[config.mk]
export PLATFORM = sky130hd
export DESIGN_NAME = alarm_bank
export DESIGN_NICKNAME = d
export VERILOG_FILES = /design/src/rtl/alarm_pkg.sv /design/src/rtl/alarm_shadow.sv /design/src/rtl/alarm_cmp.sv /design/src/rtl/alarm_irq.sv /design/src/rtl/alarm_bank.sv
export SDC_FILE = /design/constraint.sdc
export NUM_CORES = 2
export LEC_CHECK = 0
export BUFFER_PORTS_ARGS = -buffer_cell sky130_fd_sc_hd__buf_2
export CORE_MARGIN = 5
export CORE_UTILIZATION = 30
export CTS_CLUSTER_DIAMETER = 40
export DETAILED_ROUTE_END_ITERATION = 12
export PLACE_DENSITY = 0.51
export RECOVER_POWER = 50
export SLEW_MARGIN = 40
export SYNTH_ARGS = -nofsm -noshare
export SYNTH_HDL_FRONTEND = slang
export SYNTH_SLANG_ARGS = --single-unit
export TNS_END_PERCENT = 30
[constraint.sdc]
create_clock -name clk -period 5.8 [get_ports clk]
set_input_delay 0.87 -clock clk [delete_from_list [all_inputs] [get_ports clk]]
set_output_delay 0.87 -clock clk [all_outputs]
set_load 0.05 [all_outputs]
[src/rtl/alarm_pkg.sv]
package alarm_pkg;

  typedef enum logic {
    CMP_ONESHOT  = 1'b0,
    CMP_PERIODIC = 1'b1
  } cmp_mode_e;

  typedef enum logic [1:0] {
    SH_NOP    = 2'd0,
    SH_TGT_HI = 2'd1,
    SH_TGT_LO = 2'd2,
    SH_PERIOD = 2'd3
  } shadow_op_e;

endpackage

[src/rtl/alarm_shadow.sv]
module alarm_shadow
  import alarm_pkg::*;
#(
  parameter int WORD_W = 32,
  parameter int PER_W  = 26
) (
  input  logic                clk,
  input  logic                rst_n,
  input  logic                sel_i,
  input  shadow_op_e          op_i,
  input  logic [WORD_W-1:0]   data_i,
  input  logic                load_i,
  output logic [2*WORD_W-1:0] tgt_act_o,
  output logic [PER_W-1:0]    per_act_o
);

  localparam int CNT_W = 2 * WORD_W;

  logic [CNT_W-1:0] tgt_stage;
  logic [PER_W-1:0] per_stage;

  // staging registers, one 32-bit half or the interval per cycle
  always_ff @(posedge clk or negedge rst_n) begin
    if (!rst_n) begin
      tgt_stage <= '0;
      per_stage <= '0;
    end else if (sel_i) begin
      case (op_i)
        SH_TGT_HI: tgt_stage[CNT_W-1:WORD_W] <= data_i;
        SH_TGT_LO: tgt_stage[WORD_W-1:0]     <= data_i;
        SH_PERIOD: per_stage                 <= data_i[PER_W-1:0];
        default:   ;
      endcase
    end
  end

  // active registers see the staged state from before this cycle
  always_ff @(posedge clk or negedge rst_n) begin
    if (!rst_n) begin
      tgt_act_o <= '0;
      per_act_o <= '0;
    end else if (sel_i && load_i) begin
      tgt_act_o <= tgt_stage;
      per_act_o <= per_stage;
    end
  end

endmodule

[src/rtl/alarm_cmp.sv]
module alarm_cmp
  import alarm_pkg::*;
#(
  parameter int CNT_W = 64,
  parameter int PER_W = 26
) (
  input  logic             clk,
  input  logic             rst_n,
  input  logic [CNT_W-1:0] cnt0_i,
  input  logic [CNT_W-1:0] cnt1_i,
  input  logic             unit_sel_i,
  input  cmp_mode_e        mode_i,
  input  logic             work_en_i,
  input  logic             load_i,
  input  logic [CNT_W-1:0] tgt_i,
  input  logic [PER_W-1:0] per_i,
  output logic             fire_o
);

  logic [CNT_W-1:0] cnt_sel;
  logic [CNT_W-1:0] per_ext;
  logic [CNT_W-1:0] next_fire;
  logic             armed;
  logic             was_periodic;
  logic             period_start;
  logic             hit_tgt;
  logic             hit_per;

  assign cnt_sel      = unit_sel_i ? cnt1_i : cnt0_i;
  assign per_ext      = {{(CNT_W-PER_W){1'b0}}, per_i};
  assign period_start = (mode_i == CMP_PERIODIC) && !was_periodic;

  always_comb begin
    hit_tgt = 1'b0;
    hit_per = 1'b0;
    if (mode_i == CMP_ONESHOT) begin
      hit_tgt = armed && (cnt_sel >= tgt_i);
    end else if (was_periodic) begin
      hit_per = cnt_sel >= next_fire;
    end
  end

  assign fire_o = work_en_i && (hit_tgt || hit_per);

  always_ff @(posedge clk or negedge rst_n) begin
    if (!rst_n) begin
      armed        <= 1'b0;
      was_periodic <= 1'b0;
      next_fire    <= '0;
    end else begin
      was_periodic <= (mode_i == CMP_PERIODIC);
      if (load_i) begin
        armed <= 1'b1;
      end else if (fire_o && (mode_i == CMP_ONESHOT)) begin
        armed <= 1'b0;
      end
      if (period_start) begin
        next_fire <= cnt_sel + per_ext;
      end else if (fire_o && (mode_i == CMP_PERIODIC)) begin
        next_fire <= next_fire + per_ext;
      end
    end
  end

endmodule

[src/rtl/alarm_irq.sv]
module alarm_irq (
  input  logic clk,
  input  logic rst_n,
  input  logic fire_i,
  input  logic clr_i,
  input  logic ena_i,
  output logic raw_o,
  output logic irq_o
);

  always_ff @(posedge clk or negedge rst_n) begin
    if (!rst_n) begin
      raw_o <= 1'b0;
    end else if (fire_i) begin
      raw_o <= 1'b1;
    end else if (clr_i) begin
      raw_o <= 1'b0;
    end
  end

  assign irq_o = raw_o && ena_i;

endmodule

[src/rtl/alarm_bank.sv]
module alarm_bank
  import alarm_pkg::*;
#(
  parameter int N_ALARM = 3,
  parameter int WORD_W  = 32,
  parameter int PER_W   = 26
) (
  input  logic                        clk,
  input  logic                        rst_n,
  input  logic [2*WORD_W-1:0]         cnt0_i,
  input  logic [2*WORD_W-1:0]         cnt1_i,
  input  logic [$clog2(N_ALARM)-1:0]  cfg_sel_i,
  input  logic [1:0]                  cfg_op_i,
  input  logic [WORD_W-1:0]           cfg_data_i,
  input  logic                        commit_i,
  input  logic [N_ALARM-1:0]          work_en_i,
  input  logic [N_ALARM-1:0]          unit_sel_i,
  input  logic [N_ALARM-1:0]          mode_i,
  input  logic [N_ALARM-1:0]          int_ena_i,
  input  logic [N_ALARM-1:0]          int_clr_i,
  output logic [N_ALARM-1:0]          int_raw_o,
  output logic [N_ALARM-1:0]          irq_o
);

  localparam int CNT_W = 2 * WORD_W;
  localparam int IDX_W = $clog2(N_ALARM);

  shadow_op_e op;
  assign op = shadow_op_e'(cfg_op_i);

  for (genvar i = 0; i < N_ALARM; i++) begin : g_alarm
    logic             hit_sel;
    logic [CNT_W-1:0] tgt_act;
    logic [PER_W-1:0] per_act;
    logic             fire;

    assign hit_sel = (cfg_sel_i == IDX_W'(i));

    alarm_shadow #(
      .WORD_W (WORD_W),
      .PER_W  (PER_W)
    ) u_shadow (
      .clk       (clk),
      .rst_n     (rst_n),
      .sel_i     (hit_sel),
      .op_i      (op),
      .data_i    (cfg_data_i),
      .load_i    (commit_i),
      .tgt_act_o (tgt_act),
      .per_act_o (per_act)
    );

    alarm_cmp #(
      .CNT_W (CNT_W),
      .PER_W (PER_W)
    ) u_cmp (
      .clk        (clk),
      .rst_n      (rst_n),
      .cnt0_i     (cnt0_i),
      .cnt1_i     (cnt1_i),
      .unit_sel_i (unit_sel_i[i]),
      .mode_i     (cmp_mode_e'(mode_i[i])),
      .work_en_i  (work_en_i[i]),
      .load_i     (commit_i && hit_sel),
      .tgt_i      (tgt_act),
      .per_i      (per_act),
      .fire_o     (fire)
    );

    alarm_irq u_irq (
      .clk    (clk),
      .rst_n  (rst_n),
      .fire_i (fire),
      .clr_i  (int_clr_i[i]),
      .ena_i  (int_ena_i[i]),
      .raw_o  (int_raw_o[i]),
      .irq_o  (irq_o[i])
    );
  end

endmodule

After elaboration in Yosys (flattened, before gate mapping)
Cells that the tools add are included.
{"block": "classes", "n_eq_ne": 5, "add_sub_neg": 6, "magnitude_cmp": 6, "n_mux": 30, "bitwise": 3, "n_reduce_logical": 46}
{"operator": "$mux 64", "n": 9}
{"operator": "$add 64x26->64", "n": 6}
{"operator": "$ge 64x64->1", "n": 6}
{"operator": "$logic_and 1x1->1", "n": 21}
{"operator": "$mux 1", "n": 21}
{"operator": "$reduce_and 2->1", "n": 9}
{"operator": "$reduce_bool 2->1", "n": 9}
{"operator": "$eq 2x2->1 const B", "n": 3}
{"operator": "$eq 2x1->1 const B", "n": 2}
{"operator": "$logic_not 1->1", "n": 3}
{"operator": "$logic_or 1x1->1", "n": 3}
{"operator": "$not 1->1", "n": 3}
{"operator": "$logic_not 2->1", "n": 1}
{"block": "word_totals", "regBits": 741, "wordCells": 123, "out_inout_bits": 6, "in_bits": 182}

Logic depth before layout (Yosys ltp)
{"block": "depth", "depth_word": 9, "mapped_depth": 22}

Cells and area by module
Synthesis repeated with hierarchy kept, for this count alone.
{"block": "hier_totals", "cells_unflattened": 4812, "area_unflattened_um2": 48556.6}
{"module": "alarm_shadow", "cells_each": 381, "seq_area_each_um2": 4504.3, "area_each_um2": 6680.2, "instances": 3}
{"module": "alarm_cmp (g_alarm[2].u_cmp)", "cells_each": 1213, "seq_area_each_um2": 1651.6, "area_each_um2": 9466.6, "instances": 1}
{"module": "alarm_cmp (g_alarm[0].u_cmp)", "cells_each": 1233, "seq_area_each_um2": 1651.6, "area_each_um2": 9441.6, "instances": 1}
{"module": "alarm_cmp (g_alarm[1].u_cmp)", "cells_each": 1205, "seq_area_each_um2": 1651.6, "area_each_um2": 9439.1, "instances": 1}
{"module": "alarm_irq", "cells_each": 4, "seq_area_each_um2": 25.0, "area_each_um2": 42.5, "instances": 3}
{"module": "alarm_bank", "cells_each": 6, "seq_area_each_um2": 0.0, "area_each_um2": 41.3, "instances": 1}

Worst setup path before layout
Ideal clock, no wire load.
{"block": "synth_path", "kind": "input to register", "from": "in unit_sel_i[2]", "to": "reg g_alarm[2].u_cmp.next_fire[60]", "setup_ps": 123, "slack_ps": 396, "arrival_time_ps": 5281, "stages": 20, "t_required_ps": 5677, "path_cell_list": "buf_4 buf_2 buf_4 buf_1 clkbuf_1 mux2_2 nand2_1 o21ai_0 ha_1 clkbuf_1 nand4_1 or4_1 a211oi_1 o21ai_0 a21oi_1 o21a_1 clkbuf_1 and3_1 a31oi_1 o221a_2"}
{"block": "synth_via", "elab_chain_len": 8, "elab_cells_between_ends": 13, "cone_classes": "1 x add/sub; 2 x order compare; 5 x mux; 5 x reduce/logical"}
{"item": "from (decl)", "line_no": "alarm_bank.sv:17", "text": "input logic [N_ALARM-1:0] unit_sel_i,"}
{"item": "$mux 64 (*)", "line_no": "alarm_cmp.sv:29", "text": "assign cnt_sel = unit_sel_i ? cnt1_i : cnt0_i;"}
{"item": "$ge 64x64->1 (on tied branches)", "line_no": "alarm_cmp.sv:39, alarm_cmp.sv:37"}
{"item": "$mux 1 / $logic_and 1x1->1 (equally long branches)", "line_no": "alarm_cmp.sv:38, alarm_cmp.sv:37"}
{"item": "$mux 1", "line_no": "alarm_cmp.sv:36", "text": "if (mode_i == CMP_ONESHOT) begin"}
{"item": "$logic_or 1x1->1", "line_no": "alarm_cmp.sv:43", "text": "assign fire_o = work_en_i && (hit_tgt || hit_per);"}
{"item": "$logic_and 1x1->1", "line_no": "alarm_cmp.sv:43"}
{"item": "$logic_and 1x1->1", "line_no": "alarm_cmp.sv:59", "text": "end else if (fire_o && (mode_i == CMP_PERIODIC)) begin"}
{"item": "$reduce_bool 2->1 (no line)"}
{"item": "to (signal assigned)", "line_no": "alarm_cmp.sv:58", "text": "next_fire <= cnt_sel + per_ext;"}
{"item": "to (signal assigned)", "line_no": "alarm_cmp.sv:60", "text": "next_fire <= next_fire + per_ext;"}
{"item": "to (decl)", "line_no": "alarm_cmp.sv:22", "text": "logic [CNT_W-1:0] next_fire;"}
Every way passes the cells marked *; elsewhere a longest branch is shown, timed or not.
A chain may end at the register's enable or synchronous reset.

Final worst setup path
{"block": "layout_path", "from": "in unit_sel_i[0]", "to": "reg g_alarm[0].u_cmp.next_fire[56]"}
{"block": "layout_via", "elab_chain_len": 8, "elab_cells_between_ends": 13, "cone_classes": "1 x add/sub; 2 x order compare; 5 x mux; 5 x reduce/logical"}
{"item": "$mux 64 (*)", "line_no": "alarm_cmp.sv:29"}
{"item": "$ge 64x64->1 (on tied branches)", "line_no": "alarm_cmp.sv:39, alarm_cmp.sv:37"}
{"item": "$mux 1 / $logic_and 1x1->1 (equally long branches)", "line_no": "alarm_cmp.sv:38, alarm_cmp.sv:37"}
{"item": "$mux 1", "line_no": "alarm_cmp.sv:36"}
{"item": "$logic_or 1x1->1", "line_no": "alarm_cmp.sv:43"}
{"item": "$logic_and 1x1->1", "line_no": "alarm_cmp.sv:43"}
{"item": "$logic_and 1x1->1", "line_no": "alarm_cmp.sv:59"}
{"item": "$reduce_bool 2->1 (no line)"}
{"item": "to (signal assigned)", "line_no": "alarm_cmp.sv:58"}
{"item": "to (signal assigned)", "line_no": "alarm_cmp.sv:60"}
{"item": "to (decl)", "line_no": "alarm_cmp.sv:22"}
Marked as above.

==> results_dict.tcl <==
set metrics [dict create \
    grt_pass1_wl_microns 256000 \
    post-cts-setup-buffer-count 0 \
    fin_ws_ns 0.600 \
    synth_area_sq_um 48400 \
    rsz0062_at_grt "false" \
    drtIter0Drc 2821 \
    whs_path_depth 1 \
    power_frac_comb 0.355 \
    critPathMaxStageDelay_ns 0.69 \
    synthFlopType "dfrtp_1" \
    crit_path_frequent_cell "buf_4" \
    first_pass_iters 7 \
    dr_total_vias 38700 \
    drv_slew 475 \
    synth_edf_count 0 \
    endpoint_kind "flop" \
    synthesis.nets 5556 \
    min_period_ns 5.20 \
    die_h_microns 412 \
    violations "max-capacitance violations, max-slew violations" \
    setup_tns_ns 0 \
    drive_gt1_frac 0.235 \
    rows 147 \
    pwr-share-clk 0.341 \
    power_w 0.0248 \
    synth_seq_area_share 0.383 \
    fmax_mhz 192 \
    r2r_cells 14 \
    p_seq_frac 0.303 \
    synthCells 4909 \
    post-place-ws_ns 0.0543 \
    grt_max_degree 140 \
    cp_max_fo 43 \
    synth.area.top_cells "dfrtp_1, mux2_2, ha_1, o21ai_0, inv_1" \
    nets 5800 \
    synthToLayoutAreaGrowth_pct 18.5 \
    ys_ff_latch 741 \
    powerDensity_nw_per_um2 432 \
    swShare 0.361 \
    outcome "complete, but fails checks" \
    synth.distinct_cells 91 \
    clock_latency_ns 0.78 \
    ir_drop_v 0.000232 \
    cts_buffers 139 \
    place.gp.congestion 0.912 \
    vias_per_cell 5.20 \
    die_area_sq_um 169000 \
    port_buffers 187 \
    globalRouteOverflowTotal 0 \
    drt-total-wl_microns 174000 \
    critical_path_class "in -> reg" \
    syn_avg_cell_area_sq_um 9.86 \
    clkTransAtPathRegs_ns 0.05 \
    ctsResizeCount 0 \
    max_slew.worst_pin.slew_ns 3.32 \
    avgRoutedWirePerCell_microns 23.4 \
    track_usage 0.202 \
    synth-async-reset-ratio 1.00 \
    drc 0 \
    final_hold_viol_count 0 \
    cts_root_buffer "clkbuf_16" \
    cts.path.max_buffers 3 \
    die_width_microns 412 \
    cts_htree_levels 4 \
    power.internal_w 0.0158 \
    p_switching_w 0.00894 \
    clkSinkCount 741 \
    slew_headroom -1.22 \
    netlist.top_cell.by_area "dfrtp_1" \
    setup_viol 0 \
    crit_required_ns 6.45 \
    cts_tree "done" \
    final.period_utilization 0.897 \
    initial_core_util 0.302 \
    hold_class "in -> reg" \
    ctsHoldBuffers 1 \
    path_cells "buf_4, buf_12, buf_4, mux2i_1, inv_1, ha_1, nand2_1, or3_1, nor3_1, nand4_1, a31oi_1, nor2_1, a21boi_2, buf_4, o21ai_0, a221oi_1" \
    antenna_found_initial 49 \
    max-cap-violations 13 \
    core_area_sq_um 160000 \
    synth_top_area_share 0.383 \
    arrival_ns 5.85 \
    grt_pass1_vias 38700 \
    postRouteAntennaNets 0 \
    cp_slowest_cell "nor3_1" \
    cp-start-kind "input pin" \
    fin_worst_skew_ns 0.0320 \
    synth_warnings 0 \
    ios 188 \
    dp_hpwl_microns 131000 \
    p_leak_nw 26.2 \
]
-- metrics by stage --
step	area [sq um]	hold slack [ns]	util	instances
floorplan	48400	0.446	-	4909
global placement	52400	0.456	0.327	7165
detailed placement	52400	0.460	0.327	7168
CTS	57300	0.252	0.357	7423
global route	57300	0.320	0.357	7431
finish	57300	0.339	0.357	7444
-- state kept, by name (all words and copies together), names as in the netlist --
signal                      cells
g_alarm.u_cmp.next_fire       192
g_alarm.u_shadow.tgt_act_o    192
g_alarm.u_shadow.tgt_stage    192
g_alarm.u_shadow.per_act_o     78
g_alarm.u_shadow.per_stage     78
g_alarm.u_cmp.armed             3
g_alarm.u_cmp.was_periodic      3
g_alarm.u_irq.raw_o             3
-- critical path, delay by kind of cell --
family          cells  cell delay, ns
mux                 1            0.31
simple gates        5            1.58
compound gates      4            1.43
fa+ha+maj           1            0.30
buf+inv             5            1.23
-- power groups by stage --
stage	clock network, W	registers [W]	logic [W]
after floorplan	0	0.00727	0.00629
after global placement	0	0.00755	0.00855
after detailed placement	0	0.00758	0.00866
after CTS	0.00864	0.00751	0.00874
after global routing	0.00886	0.00769	0.00984
final	0.00846	0.00751	0.00880
-- layout by cell type, fill, tap and decap left out, types with 19 or more instances in the layout --
cell type	instances
a21oi_1	271
mux2_2	644
o211ai_1	22
or3_1	23
a21o_1	176
buf_2	178
nor2_1	201
dfrtp_1	741
nand3_1	82
o21a_1	19
xor2_1	47
inv_1	450
mux2i_1	111
ha_1	462
nor4_1	25
nand2b_1	24
clkbuf_1	30
a31oi_1	28
xnor2_1	68
clkbuf_16	142
buf_4	87
o21ai_0	364
nand4_1	96
and3_1	19
nor3_1	63
a211oi_1	43
nand2_1	422
inv_6	23
-- layer usage --
layer  vias up  global-route usage  part of all wire
met2      1094               0.330              0.46
met1     19100               0.260              0.44
li1      18100                   -                 -
met3       326              0.0419             0.059
met5         -                   0           0.00053
met4        12              0.0849             0.042
-- worst paths after layout --
check                      slack, ns                              start                                end
max in group asynchronous       0.92                              rst_n  g_alarm[1].u_shadow.tgt_act_o[26]
min                             0.34                          mode_i[1]      g_alarm[1].u_cmp.was_periodic
max                             0.60                      unit_sel_i[0]     g_alarm[0].u_cmp.next_fire[56]
min in group asynchronous       1.81                              rst_n     g_alarm[0].u_cmp.next_fire[46]
min reg2reg                     0.47  g_alarm[0].u_shadow.tgt_stage[51]  g_alarm[0].u_shadow.tgt_act_o[51]
max reg2reg                     0.82      g_alarm[2].u_cmp.was_periodic     g_alarm[2].u_cmp.next_fire[40]
-- cells in the mapped netlist (6+ instances only) --
| master | number |
|---|---|
| a211o_1 | 11 |
| o2111ai_1 | 10 |
| or3_1 | 23 |
| ha_1 | 462 |
| a21o_1 | 176 |
| a2111oi_0 | 10 |
| nand3_1 | 82 |
| buf_6 | 7 |
| o31ai_1 | 16 |
| a21oi_1 | 271 |
| clkbuf_1 | 151 |
| o211ai_1 | 22 |
| nand2b_1 | 27 |
| a22oi_1 | 6 |
| nor3b_1 | 11 |
| buf_1 | 24 |
| or2_2 | 18 |
| buf_4 | 13 |
| nor4_1 | 27 |
| o21bai_1 | 13 |
| mux2i_1 | 112 |
| and3_1 | 19 |
| a211oi_1 | 43 |
| inv_1 | 450 |
| or4_1 | 8 |
| and4_1 | 13 |
| xor2_1 | 47 |
| nor2_1 | 205 |
| nand4_1 | 96 |
| buf_2 | 10 |
| mux2_2 | 644 |
| and2_1 | 10 |
| nand3b_1 | 6 |
| xnor2_1 | 68 |
| a221oi_1 | 16 |
| o21a_1 | 20 |
| a31oi_1 | 29 |
| dfrtp_1 | 741 |
| o21ai_0 | 365 |
| nor3_1 | 63 |
| a21boi_0 | 13 |
| nand2_1 | 422 |
| nor2b_1 | 15 |
-- area by class of cell --
| class | count | area, sq um |
|---|---|---|
| Timing Repair Buffer | 309 | 2100 |
| Multi-Input combinational cell | 3512 | 27400 |
| Fill cell | 16200 | 103000 |
| Clock buffer | 165 | 3760 |
| Tap cell | 2160 | 2700 |
| Antenna cell | 18 | 45.0 |
| Sequential cell | 741 | 18500 |
| Inverter | 450 | 1690 |
| Clock inverter | 89 | 1120 |
-- kinds of logic after synthesis --
kind of cell	synth area share
muxes	0.173
buffers and inverters	0.0535
xor gates and xnor gates	0.0208
and+or+nand+nor	0.107
AOI/OAI and AO/OA	0.142
adders and majority gates	0.121
DFF	0.383
Power figures use the tool's default switching activity.
